--- src/rtl/fcmp_pkg.sv ---
package fcmp_pkg;

  // IEEE-754 format geometry
  localparam int SP_W    = 32;
  localparam int SP_EXP  = 8;
  localparam int SP_FRAC = 23;
  localparam int DP_W    = 64;
  localparam int DP_EXP  = 11;
  localparam int DP_FRAC = 52;
  localparam int MAG_W   = DP_W - 1;

  typedef enum logic [1:0] {
    CC_EQ = 2'd0,
    CC_LT = 2'd1,
    CC_GT = 2'd2,
    CC_UN = 2'd3
  } cc_e;

  typedef struct packed {
    logic             sign;
    logic             nan;
    logic             zero;
    logic [MAG_W-1:0] mag;
  } opnd_t;

  // Split a raw operand into sign, magnitude and class flags.
  function automatic opnd_t decode_op(input logic [DP_W-1:0] raw, input logic dbl);
    opnd_t o;
    if (dbl) begin
      o.sign = raw[DP_W-1];
      o.mag  = raw[MAG_W-1:0];
      o.nan  = (&raw[DP_W-2 -: DP_EXP]) && (|raw[DP_FRAC-1:0]);
    end else begin
      o.sign = raw[SP_W-1];
      o.mag  = {{(MAG_W-SP_W+1){1'b0}}, raw[SP_W-2:0]};
      o.nan  = (&raw[SP_W-2 -: SP_EXP]) && (|raw[SP_FRAC-1:0]);
    end
    o.zero = (o.mag == '0);
    return o;
  endfunction

  // Sign-magnitude ordering with NaN detection.
  function automatic cc_e order_cc(input opnd_t x, input opnd_t y);
    if (x.nan || y.nan)       return CC_UN;
    if (x.zero && y.zero)     return CC_EQ;
    if (x.sign != y.sign)     return x.sign ? CC_LT : CC_GT;
    if (x.mag == y.mag)       return CC_EQ;
    if ((x.mag < y.mag) ^ x.sign) return CC_LT;
    return CC_GT;
  endfunction

  // Bit position of a condition field.
  function automatic int field_pos(input int k, input int base, input int hi_ofs);
    return (k == 0) ? base : base + hi_ofs + 2 * k;
  endfunction

endpackage

--- src/rtl/fcmp_operand_decode.sv ---
module fcmp_operand_decode
  import fcmp_pkg::*;
(
  input  logic [DP_W-1:0] raw,
  input  logic            dbl,
  output opnd_t           dec
);
  assign dec = decode_op(raw, dbl);
endmodule

--- src/rtl/fcmp_order_cmp.sv ---
module fcmp_order_cmp
  import fcmp_pkg::*;
(
  input  opnd_t a_dec,
  input  opnd_t b_dec,
  output cc_e   code,
  output logic  unord
);
  assign code  = order_cc(a_dec, b_dec);
  assign unord = a_dec.nan | b_dec.nan;
endmodule

--- src/rtl/fcmp_sr_update.sv ---
module fcmp_sr_update
  import fcmp_pkg::*;
#(
  parameter int SR_W    = 64,
  parameter int NFIELD  = 4,
  parameter int CC_BASE = 10,
  parameter int HI_OFS  = 20,
  parameter int TE_BIT  = 27,
  parameter int ACC_BIT = 9,
  localparam int SEL_W  = $clog2(NFIELD)
) (
  input  logic             clk,
  input  logic             rst_n,
  input  logic             fire,
  input  logic             load,
  input  logic [SR_W-1:0]  wdata,
  input  logic [SEL_W-1:0] sel,
  input  cc_e              code,
  input  logic             unord,
  output logic [SR_W-1:0]  sr_q,
  output logic             trap_q
);
  logic [NFIELD-1:0][SR_W-1:0] fmask;
  logic [SR_W-1:0] sr_d;
  logic            trap_d;

  genvar gk;
  generate
    for (gk = 0; gk < NFIELD; gk++) begin : g_mask
      localparam int P = field_pos(gk, CC_BASE, HI_OFS);
      assign fmask[gk] = {{(SR_W-2){1'b0}}, 2'b11} << P;
    end
  endgenerate

  always_comb begin
    sr_d   = sr_q;
    trap_d = 1'b0;
    if (load) begin
      sr_d = wdata;
    end else if (fire) begin
      for (int k = 0; k < NFIELD; k++) begin
        if (sel == SEL_W'(k)) begin
          sr_d = (sr_q & ~fmask[k]) |
                 ({{(SR_W-2){1'b0}}, code} << field_pos(k, CC_BASE, HI_OFS));
        end
      end
      if (unord) begin
        if (sr_q[TE_BIT]) trap_d = 1'b1;
        else              sr_d[ACC_BIT] = 1'b1;
      end
    end
  end

  always_ff @(posedge clk or negedge rst_n) begin
    if (!rst_n) begin
      sr_q   <= '0;
      trap_q <= 1'b0;
    end else begin
      sr_q   <= sr_d;
      trap_q <= trap_d;
    end
  end
endmodule

--- src/rtl/fcmp_cc_unit.sv ---
module fcmp_cc_unit
  import fcmp_pkg::*;
#(
  parameter int SR_W    = 64,
  parameter int NFIELD  = 4,
  parameter int CC_BASE = 10,
  parameter int HI_OFS  = 20,
  parameter int TE_BIT  = 27,
  parameter int ACC_BIT = 9,
  localparam int SEL_W  = $clog2(NFIELD)
) (
  input  logic             clk,
  input  logic             rst_n,
  input  logic [63:0]      op_a,
  input  logic [63:0]      op_b,
  input  logic             dbl_sel,
  input  logic [SEL_W-1:0] fld_sel,
  input  logic             start,
  input  logic             sr_load,
  input  logic [SR_W-1:0]  sr_wdata,
  output logic [SR_W-1:0]  sr_q,
  output logic             trap_req
);
  opnd_t       dec [2];
  logic [63:0] raw [2];
  cc_e         cmp_code;
  logic        cmp_unord;
  logic        cmp_fire;

  assign raw[0]   = op_a;
  assign raw[1]   = op_b;
  assign cmp_fire = start & ~sr_load;

  genvar gi;
  generate
    for (gi = 0; gi < 2; gi++) begin : g_dec
      fcmp_operand_decode u_dec (
        .raw (raw[gi]),
        .dbl (dbl_sel),
        .dec (dec[gi])
      );
    end
  endgenerate

  fcmp_order_cmp u_cmp (
    .a_dec (dec[0]),
    .b_dec (dec[1]),
    .code  (cmp_code),
    .unord (cmp_unord)
  );

  fcmp_sr_update #(
    .SR_W(SR_W), .NFIELD(NFIELD), .CC_BASE(CC_BASE),
    .HI_OFS(HI_OFS), .TE_BIT(TE_BIT), .ACC_BIT(ACC_BIT)
  ) u_sr (
    .clk    (clk),
    .rst_n  (rst_n),
    .fire   (cmp_fire),
    .load   (sr_load),
    .wdata  (sr_wdata),
    .sel    (fld_sel),
    .code   (cmp_code),
    .unord  (cmp_unord),
    .sr_q   (sr_q),
    .trap_q (trap_req)
  );
endmodule

--- config.mk ---
export PLATFORM = sky130hd
export DESIGN_NAME = fcmp_cc_unit
export DESIGN_NICKNAME = d
export VERILOG_FILES = /design/src/rtl/fcmp_pkg.sv /design/src/rtl/fcmp_operand_decode.sv /design/src/rtl/fcmp_order_cmp.sv /design/src/rtl/fcmp_sr_update.sv /design/src/rtl/fcmp_cc_unit.sv
export SDC_FILE = /design/constraint.sdc
export NUM_CORES = 1
export LEC_CHECK = 0
export ABC_CLOCK_PERIOD_IN_PS = 1400
export BUFFER_PORTS_ARGS = -buffer_cell sky130_fd_sc_hd__buf_2
export CORE_MARGIN = 2
export CORE_UTILIZATION = 53
export DETAILED_ROUTE_END_ITERATION = 7
export PLACE_DENSITY = 0.87
export SETUP_SLACK_MARGIN = 0.2
export SLEW_MARGIN = 25
export SYNTH_ARGS = -nofsm -noshare
export SYNTH_HDL_FRONTEND = slang
export SYNTH_HIERARCHICAL = 1
export SYNTH_SLANG_ARGS = --single-unit
--- constraint.sdc ---
create_clock -name clk -period 1.4 [get_ports clk]
set_clock_uncertainty 0.1 [all_clocks]
set_input_delay 0.28 -clock clk [delete_from_list [all_inputs] [get_ports clk]]
set_output_delay 0.28 -clock clk [all_outputs]
set_load 0.05 [all_outputs]
==> qor.csv, run 1 <==
metric;value;unit
worst_slack;-1710;ps
coreArea;0.0110;mm2
num_antenna_cells;0;
wl_met3;2310;um
postLayoutCoreUtil;0.885;
rsz0062_at_grt;yes;
ys_ff_latch;65;
fillers;536;
finalHoldViolCount;0;
worstPathArrival;3290;ps
yosys.cell_types.count;52;
postSynthNetCount;963;
synthToLayoutAreaGrowth;61.3;%
place_congestion;0.933;
cp-start-kind;input pin;
final_nets;1299;
power_density;838;mW/mm2
critPathMaxStageDelay;410;ps
grt_pass1_vias;7028;
final_max_slew_viol_count;0;
synth_area;0.00603;mm2
cts_htree_levels;3;
slew_headroom;0.343;
clock_latency;330;ps
fin_crit_sh;2.22;
ys.warnings.count;6;
hp-class;input pin to register;
fin_crit;3110;ps
synth_edf_count;0;
r2r_cells;4;
ant_nets;0;
synth_cells;696;
multi_input_area;0.00401;mm2
vias;7056;
chipHeight;111;um
dieArea;0.0122;mm2
grt_max_degree;85;
setup_viol;65;
dp_hpwl;14200;um
rows;38;
dr.pass1.iters;6;
drc_errors;0;
ys_seq_area_frac;0.270;
topRoutingLayerUsed;met5;
cts_max_path_buffers;2;
ys_async_sr_fraction;1.00;
port_buffers;263;
postSynthAreaPerCell;8.66;um2
wl_met2;12700;um
synth_flop_cell;dfrtp_1;
grt-ovfl-total;0;
violations;negative setup slack;
drt_wl_total;25600;um
final_common_cell;buf_2;
worstMarginPinSlew;972;ps
pin_count;264;
outcome;finished, violations left;
cts_buffers;9;
crit_slowest_cell;or3_4;
regArea;0.00163;mm2
peakVddDrop;830;uV
cts_sinks;65;
initial_core_util;0.549;
antenna_found_initial;1;
wl_met1;8880;um
drt_iter0_markers;642;
p_leak;4.83;nW
drv.max_cap_violation_count;0;
drive_above_1_share;0.511;
crit_type;input pin to register;
pre_cts_ws;-2030;ps
cts_root_buf;clkbuf_16;
final_cell_mix;buf_2, buf_4, buf_6, dfrtp_1, nor2b_1;
grt_pass1_wl;36300;um
dieWidth;111;um
tns;-30710;ps
path_max_fanout;6;
cts_tree;built;
cp-end-kind;register;
grt_usage;0.371;
viasPerCell;5.99;
whs_path_depth;3;
max_clock_freq;322;MHz
clk_pin_slew;60;ps
wl_per_cell;21.8;um
cp.required;1580;ps
crit_chain;buf_12, buf_12, buf_6, and2_4, inv_2, ha_4, a21o_1, a21o_1, a221oi_2, o32ai_2, or3_4, or3_4, o211ai_1, buf_4, nand3b_1, o21ai_1, mux2_4;
## path summary, 6_finish.rpt
kind / to / start / slack, ps
worst min-delay path: u_sr/sr_q[9] / sr_wdata[9] / 70
min in group asynchronous: u_sr/sr_q[2] / rst_n / 370
worst max-delay path: u_sr/sr_q[35] / dbl_sel / -1710
worst min register to register: u_sr/sr_q[33] / u_sr/sr_q[33] / 480
worst max register to register: u_sr/sr_q[36] / u_sr/sr_q[36] / 120
max in group asynchronous: u_sr/sr_q[34] / rst_n / 510
## registers in the layout, summed over array words and instances, names as in the netlist
name / flops
u_sr/sr_q: 64
u_sr/trap_q: 1
## worst max-delay path: cells and delay by family
family / cells / cell delay, ps
adders and majority gates: 1 / 160
AOI/OAI and AO/OA: 6 / 1110
and+or+nand+nor: 4 / 980
muxes: 1 / 180
buffers and inverters: 5 / 570
## synthesized netlist by cell type (2+ instances only)
cell type	number	area share
o22ai_1	2	0.0021
nand3b_1	3	0.0037
a21o_1	9	0.011
and2_1	62	0.064
and2_2	2	0.0025
o2bb2ai_1	2	0.0029
nor4_1	21	0.022
and4_1	4	0.0058
a22o_1	55	0.080
nor2_1	11	0.0069
a41oi_1	3	0.0044
or4_4	2	0.0037
buf_6	7	0.013
nand3_1	11	0.0091
mux2_2	4	0.0075
nand4_1	25	0.026
nor4b_1	2	0.0029
o21ai_1	2	0.0017
o211ai_1	3	0.0037
a31oi_1	5	0.0052
a221oi_2	3	0.0075
a221oi_1	2	0.0029
dfrtp_1	65	0.27
or3_1	3	0.0031
inv_1	72	0.045
nor4_4	2	0.0071
nand2_1	27	0.017
nor3b_1	2	0.0025
ha_1	68	0.14
or4_1	4	0.0050
clkbuf_1	19	0.012
o21ai_0	16	0.013
a21oi_1	29	0.024
nor3_1	11	0.0091
nor2b_1	60	0.062
buf_4	62	0.077
## cells by family (layout without fill, tap and decap cells)
kind of cell | after synthesis | after routing | share of synthesized area
AOI/OAI and AO/OA | 137 | 137 | 0.167
adders and majority gates | 68 | 68 | 0.141
buffers and inverters | 162 | 503 | 0.148
DFF | 65 | 65 | 0.270
muxes | 4 | 4 | 0.00747
and+or+nand+nor | 260 | 260 | 0.266
## layer usage
layer / global-route usage / vias to the layer above
met5: 0 / -
met4: 0.171 / 2
li1: - / 3077
met2: 0.679 / 558
met3: 0.0724 / 149
met1: 0.413 / 3270
## metrics by stage
stage | std cells | cell area, um2 | total power, mW | hold WS, ps
after global routing | 1177 | 9720 | 8.42 | 71.5
after detailed placement | 1104 | 7690 | 4.64 | 219
after CTS | 1157 | 9170 | 7.62 | 75.9
final | 1177 | 9720 | 8.15 | 69.5
after floorplan | 696 | 6070 | 3.76 | -116
after global placement | 1104 | 7690 | 4.58 | 218
## cell type report
type / count / area share
Timing Repair Buffer: 415 / 0.340
Clock inverter: 7 / 0.0103
Clock buffer: 9 / 0.0232
Sequential cell: 65 / 0.167
Tap cell: 140 / 0.0180
Multi-Input combinational cell: 469 / 0.412
Inverter: 72 / 0.0293
## power by group
part	leakage, nW	internal (mW)	switching [mW]
registers	0.790	2.05	0.150
clock network	0.161	1.58	0.980
logic	3.88	1.56	1.83
total	4.83	5.19	2.96
## what timing repair did
| item | 4_1_cts | 5_1_grt |
|---|---|---|
| hold endpoints to repair | 65 | 0 |
| gates cloned | 10 | 0 |
| pin swaps | 39 | 38 |
| hold buffers | 1 | 0 |
| resized for setup | 199 | 80 |
| endpoints found under the setup margin | 130 | 130 |
| buffers inserted | 26 | 20 |
Power figures use the tool's default switching activity.
==> run 2: changes to the inputs <==
--- a/config.mk
+++ b/config.mk
@@ -10,7 +10,7 @@
 export CORE_MARGIN = 2
 export CORE_UTILIZATION = 53
 export DETAILED_ROUTE_END_ITERATION = 7
-export PLACE_DENSITY = 0.87
+export PLACE_DENSITY = 0.95
 export SETUP_SLACK_MARGIN = 0.2
 export SLEW_MARGIN = 25
 export SYNTH_ARGS = -nofsm -noshare
==> run 2 against run 1 <==
Net effect:
- sequential share of layout area grew 0.75 points
- critical path depth shrank 2
- the run still ends with negative setup slack left
- non-clock buffer count shrank 10
- clock power shrank 8.2%
==> qor.csv, run 2 (synthesized netlist as in run 1, its figures left out) <==
metric;value;unit;change
grt_pass1_wl;36600;um;+0.99%
fin_crit_sh;2.17;;-0.0495
initial_core_util;0.549;;unchanged
largest_register_ffs;64;;unchanged
fin_crit;3040;ps;-69.3 ps
dr.pass1.iters;5;;-1
chipHeight;111;um;unchanged
clock_latency;330;ps;about the same
grt-ovfl-total;0;;unchanged
dieArea;0.0122;mm2;unchanged
finalHoldViolCount;0;;unchanged
cts_sinks;65;;unchanged
cts_max_path_buffers;2;;unchanged
rows;38;;unchanged
cts_tree;built;;
drv.max_cap_violation_count;0;;unchanged
cts_root_buf;clkbuf_16;;
outcome;finished, violations left;;
path_max_fanout;8;;+2
regArea;0.00163;mm2;about the same
place_congestion;0.970;;+3.9%
antenna_found_initial;2;;+1
reg_top3;u_sr/sr_q (64), u_sr/trap_q (1);;
grt_pass1_vias;7199;;+2.4%
cp-end-kind;register;;
top_register;u_sr/sr_q;;
final_common_cell;buf_2;;
coreArea;0.0110;mm2;unchanged
critPathMaxStageDelay;370;ps;-40 ps
dieWidth;111;um;unchanged
worstMarginPinSlew;794;ps;-178 ps
drt_wl_total;24500;um;-4.4%
final_cell_mix;buf_2, buf_4, buf_6, inv_1, dfrtp_1;;
crit_chain;buf_12, buf_12, and2_4, ha_4, a21o_1, a21o_1, a221oi_4, o32ai_1, or3_4, or3_4, o211ai_1, buf_4, buf_4, a41oi_1, a21oi_1;;
worstPathArrival;3190;ps;-100 ps
vias;6914;;-2.0%
cp_num_buf_inv;4;;-1
ant_nets;0;;unchanged
drc_errors;0;;unchanged
hold_ws;71.0;ps;+1.46 ps
multi_input_area;0.00378;mm2;-5.7%
cp-start-kind;input pin;;
viasPerCell;5.92;;-1.3%
cp.required;1550;ps;-30 ps
total_power;7.78;mW;-4.6%
rsz0062_at_grt;yes;;
max_clock_freq;329;MHz;+2.3%
drt_iter0_markers;543;;-15%
fillers;561;;+4.7%
worst_slack;-1640;ps;+69.3 ps
final_max_slew_viol_count;0;;unchanged
synthToLayoutAreaGrowth;54.3;%;
violations;negative setup slack;;
cts_buffers;9;;unchanged
clk_pin_slew;70;ps;about the same
drive_above_1_share;0.463;;-0.0486
peakVddDrop;941;uV;+13%
pin_count;264;;unchanged
crit_type;input pin to register;;
cp_top_family;compound AO/OA/AOI/OAI gates;;
slew_headroom;0.463;;+0.120
power_density;836;mW/mm2;-0.24%
grt_max_degree;69;;-19%
final_nets;1289;;-0.77%
grt_usage;0.377;;+0.00611
dp_hpwl;15100;um;+6.9%
crit_slowest_cell;or3_4;;
p_leak;4.72;nW;-2.4%
wl_per_cell;21.0;um;-3.6%
setup_viol;65;;unchanged
port_buffers;263;;unchanged
cts_htree_levels;3;;unchanged
hp-class;input pin to register;;
run 2: cell types whose count changed in the layout (fill, tap and decap cells not counted), moves of 5 or more:
cell and change:
and2_1 +11, ha_4 -9, buf_2 +5, ha_1 +8, a21oi_2 -5, buf_6 -11, inv_2 -8, inv_1 +10
and2_4 -11
run 2: path summary, 6_finish.rpt:
| check | start | to | slack (ps) | cells after the start |
|---|---|---|---|---|
| min in group asynchronous | rst_n | u_sr/sr_q[4] | 360 | 2 |
| min | sr_wdata[13] | u_sr/sr_q[13] | 70 | 2 |
| min reg2reg | u_sr/sr_q[35] | u_sr/sr_q[35] | 460 | 1 |
| max | dbl_sel | u_sr/sr_q[33] | -1640 | 15 |
| max reg2reg | u_sr/sr_q[0] | u_sr/sr_q[0] | 110 | 4 |
| max in group asynchronous | rst_n | u_sr/sr_q[3] | 300 | 3 |
run 2: area by class of cell:
cell class              instances  share of cell area
repair buffers                405               0.337
well taps                     140              0.0188
clock inverters                 7             0.00834
inverters                      72              0.0301
diodes                          1            0.000269
multi-input cells             469               0.407
flip-flops and latches         65               0.175
clock buffers                   9              0.0242
run 2: stage by stage:
stage               area (um2)  utilization  setup WS [ps]  setup TNS [ps]  std cells
CTS                       9080        0.827          -1560          -21330       1153
global placement          7630        0.695          -1990          -49900       1098
global route              9300        0.847          -1750          -26920       1168
finish                    9300        0.847          -1640          -25040       1168
floorplan                 6070            -          -1510          -30830        696
detailed placement        7630        0.695          -2220          -52440       1098
run 2: power by group:
group / total (mW) / switching, mW / internal, mW
Sequential: 2.21 / 0.154 / 2.05
Clock: 2.35 / 0.955 / 1.40
Combinational: 3.22 / 1.74 / 1.48
Total: 7.78 / 2.85 / 4.93
run 2: metal layers:
layer,GRT usage,vias up,share of wire
li1,-,3067,-
met1,0.370,3202,0.34
met2,0.701,475,0.51
met3,0.0724,168,0.069
met4,0.273,2,0.087
met5,0,-,0.00053
run 2: repair_timing:
action,4_1_cts,5_1_grt
pin swaps,27,7
endpoints found under the setup margin,130,130
buffers inserted,28,14
hold buffers,1,0
hold endpoints to repair,16,0
cloned,10,0
resized for setup,191,19
==> run 3: changes to the inputs <==
--- a/config.mk
+++ b/config.mk
@@ -10,6 +10,7 @@
 export CORE_MARGIN = 2
 export CORE_UTILIZATION = 53
 export DETAILED_ROUTE_END_ITERATION = 7
+export HOLD_SLACK_MARGIN = 0.15
 export PLACE_DENSITY = 0.95
 export SETUP_SLACK_MARGIN = 0.2
 export SLEW_MARGIN = 25
==> run 3 against run 2 <==
Net effect:
- the flow finishes with violations (design-rule violations, negative setup slack)
- setup slack lost 430 ps
- utilization rose by 8.5 points
- via count increased by 24%
- routed wire length rose by 46%
- combinational power is 19% higher
- sequential power increased by 2%
- hold slack better by 190 ps
- total power rose by 9.4%
- non-clock buffer count rose by 75
- fmax down 12%
==> qor.csv, run 3 (synthesized netlist as in run 1, its figures left out) <==
metric;value;unit;change
outcome;finished, violations left;;
violations;design-rule violations, negative setup slack;;
port_buffers;263;;unchanged
cts_sinks;65;;unchanged
hold_end;u_sr/sr_q[34];;
power_density;831;mW/mm2;-0.60%
path_max_fanout;16;;+8
rows;38;;unchanged
r2r-start;u_sr/sr_q[8];;
cp-start-kind;input pin;;
dr.pass1.iters;8;;+3
grt_usage;0.468;;+0.0914
place_congestion;0.970;;unchanged
drt_iter0_markers;1217;;+120%
cts_buffers;9;;unchanged
pin_count;264;;unchanged
clock_latency;350;ps;+20 ps
rr_endpoint;u_sr/sr_q[8];;
dieArea;0.0122;mm2;unchanged
max_clock_freq;288;MHz;-12%
design_area;0.0102;mm2;+10%
ant_nets;0;;unchanged
final_max_slew_viol_count;0;;unchanged
postLayoutCoreUtil;0.932;;+0.0853
final_common_cell;buf_2;;
wl_per_cell;28.7;um;+37%
cp.required;1570;ps;+20 ps
grt-ovfl-total;0;;unchanged
final_cell_mix;buf_2, buf_4, buf_6, inv_1, dlygate4sd3_1;;
top_register;u_sr/sr_q;;
cts_tree;built;;
setup_viol;67;;+3.1%
reg2reg_slack;70;ps;-40 ps
peakVddDrop;1060;uV;+12%
seq_power_share;0.264;;-0.020
fillers;374;;-33%
cts_htree_levels;3;;unchanged
clk_pin_slew;70;ps;about the same
drc_errors;119;;+119
post_dp_cell_area;0.00763;mm2;unchanged
rsz0062_at_grt;yes;;
cts_max_path_buffers;2;;unchanged
worstPathArrival;3640;ps;+450 ps
worstMarginPinSlew;927;ps;+132 ps
cp-startpoint;dbl_sel;;
instances_no_fill;1245;;+6.6%
viasPerCell;6.87;;+16%
slew_headroom;0.374;;-0.0893
power.share.clock;0.286;;-0.016
hp-start;sr_wdata[34];;
chipHeight;111;um;unchanged
antenna_found_initial;6;;+4
p_leak;5.08;nW;+7.7%
grt_max_degree;69;;unchanged
hold_ws;264;ps;+193 ps
fin_crit_sh;2.48;;+0.307
final_nets;1364;;+5.8%
grt_pass1_vias;7981;;+11%
cts_root_buf;clkbuf_16;;
initial_core_util;0.549;;unchanged
fin_crit;3470;ps;+430 ps
crit_type;input pin to register;;
p_sw;3.35;mW;+18%
r2r_cells;3;;-1
drt_wl_total;35800;um;+46%
largest_register_ffs;64;;unchanged
dieWidth;111;um;unchanged
cp-end-kind;register;;
p_sw_frac;0.394;;+0.0276
reg_top3;u_sr/sr_q (64), u_sr/trap_q (1);;
coreArea;0.0110;mm2;unchanged
hp-class;input pin to register;;
combPwrFrac;0.450;;+0.036
drv.max_cap_violation_count;0;;unchanged
drive_above_1_share;0.463;;about the same
intPower;5.15;mW;+4.6%
whs_path_depth;4;;+2
grt_pass1_wl;44000;um;+20%
vias;8558;;+24%
worst_slack;-2070;ps;-430 ps
tns;-34690;ps;-9650 ps
dp_hpwl;15100;um;unchanged
finalHoldViolCount;0;;unchanged
synthToLayoutAreaGrowth;69.9;%;
placed_cells;1098;;unchanged
==> run 3: cell types whose count changed in the layout (fill, tap and decap cells not counted), moves of 4 or more <==
| cell | before | now |
|---|---|---|
| a22o_4 | 1 | 6 |
| ha_4 | 10 | 14 |
| a22o_1 | 54 | 49 |
| buf_4 | 119 | 130 |
| dlygate4sd3_1 | 1 | 63 |
==> run 3: layer usage <==
metal | track usage | share of wire | vias to the layer above
li1 | - | - | 3220
met4 | 0.468 | 0.15 | 2
met1 | 0.423 | 0.28 | 3821
met5 | 0 | 0.00014 | -
met3 | 0.142 | 0.13 | 508
met2 | 0.811 | 0.44 | 1007
==> run 3: final cells by class <==
class | count | area (um2) | area share
Clock inverter | 7 | 77.6 | 0.00758
Antenna cell | 3 | 7.51 | 0.000733
Multi-Input combinational cell | 469 | 3950 | 0.386
Clock buffer | 9 | 225 | 0.0220
Sequential cell | 65 | 1630 | 0.159
Inverter | 72 | 283 | 0.0276
Timing Repair Buffer | 480 | 3890 | 0.380
Tap cell | 140 | 175 | 0.0171
==> run 3: repair_timing <==
item / in CTS / in global routing
gates resized for setup: 191 / 54
hold buffers: 62 / 1
gates cloned: 10 / 1
pin swaps: 27 / 20
setup buffers: 28 / 26
setup endpoints to repair: 130 / 137
endpoints found under the hold margin: 77 / 1
==> run 3: worst max path at each step <==
stage	endpoint	depth (start not counted)
6_report	u_sr/sr_q[35]	17
3_3_place_gp	u_sr/sr_q[35]	15
4_1_cts	u_sr/sr_q[34]	16
2_1_floorplan	u_sr/sr_q[35]	14
5_1_grt	u_sr/sr_q[35]	17
3_5_place_dp	u_sr/sr_q[35]	15
==> run 3: power by group through the flow <==
stage               clock, mW  sequential, mW  combinational [mW]
finish                   2.43            2.25                3.83
global route             2.50            2.25                3.90
CTS                      2.28            2.18                3.11
detailed placement          0            2.17                2.48
global placement            0            2.15                2.39
floorplan                   0            2.78               0.981
==> run 3: stage by stage <==
step	worst slack, ps	total power [mW]
after floorplan	-1510	3.76
after global placement	-1990	4.54
after detailed placement	-2220	4.64
after CTS	-1560	7.56
after global routing	-2040	8.65
final	-2070	8.51
==> run 3: critical path, cell delays in order <==
cell and delay [ps]:
buf_12 130, buf_16 150, and2_1 150, inv_1 70, ha_4 270, nand4_1 210
and4bb_2 430, nand4_1 210, a2111o_1 400, buf_4 160, nand3_1 70, o21ai_0 130
o211ai_1 170, buf_4 210, nand3b_1 100, o21ai_1 220, mux2_2 270
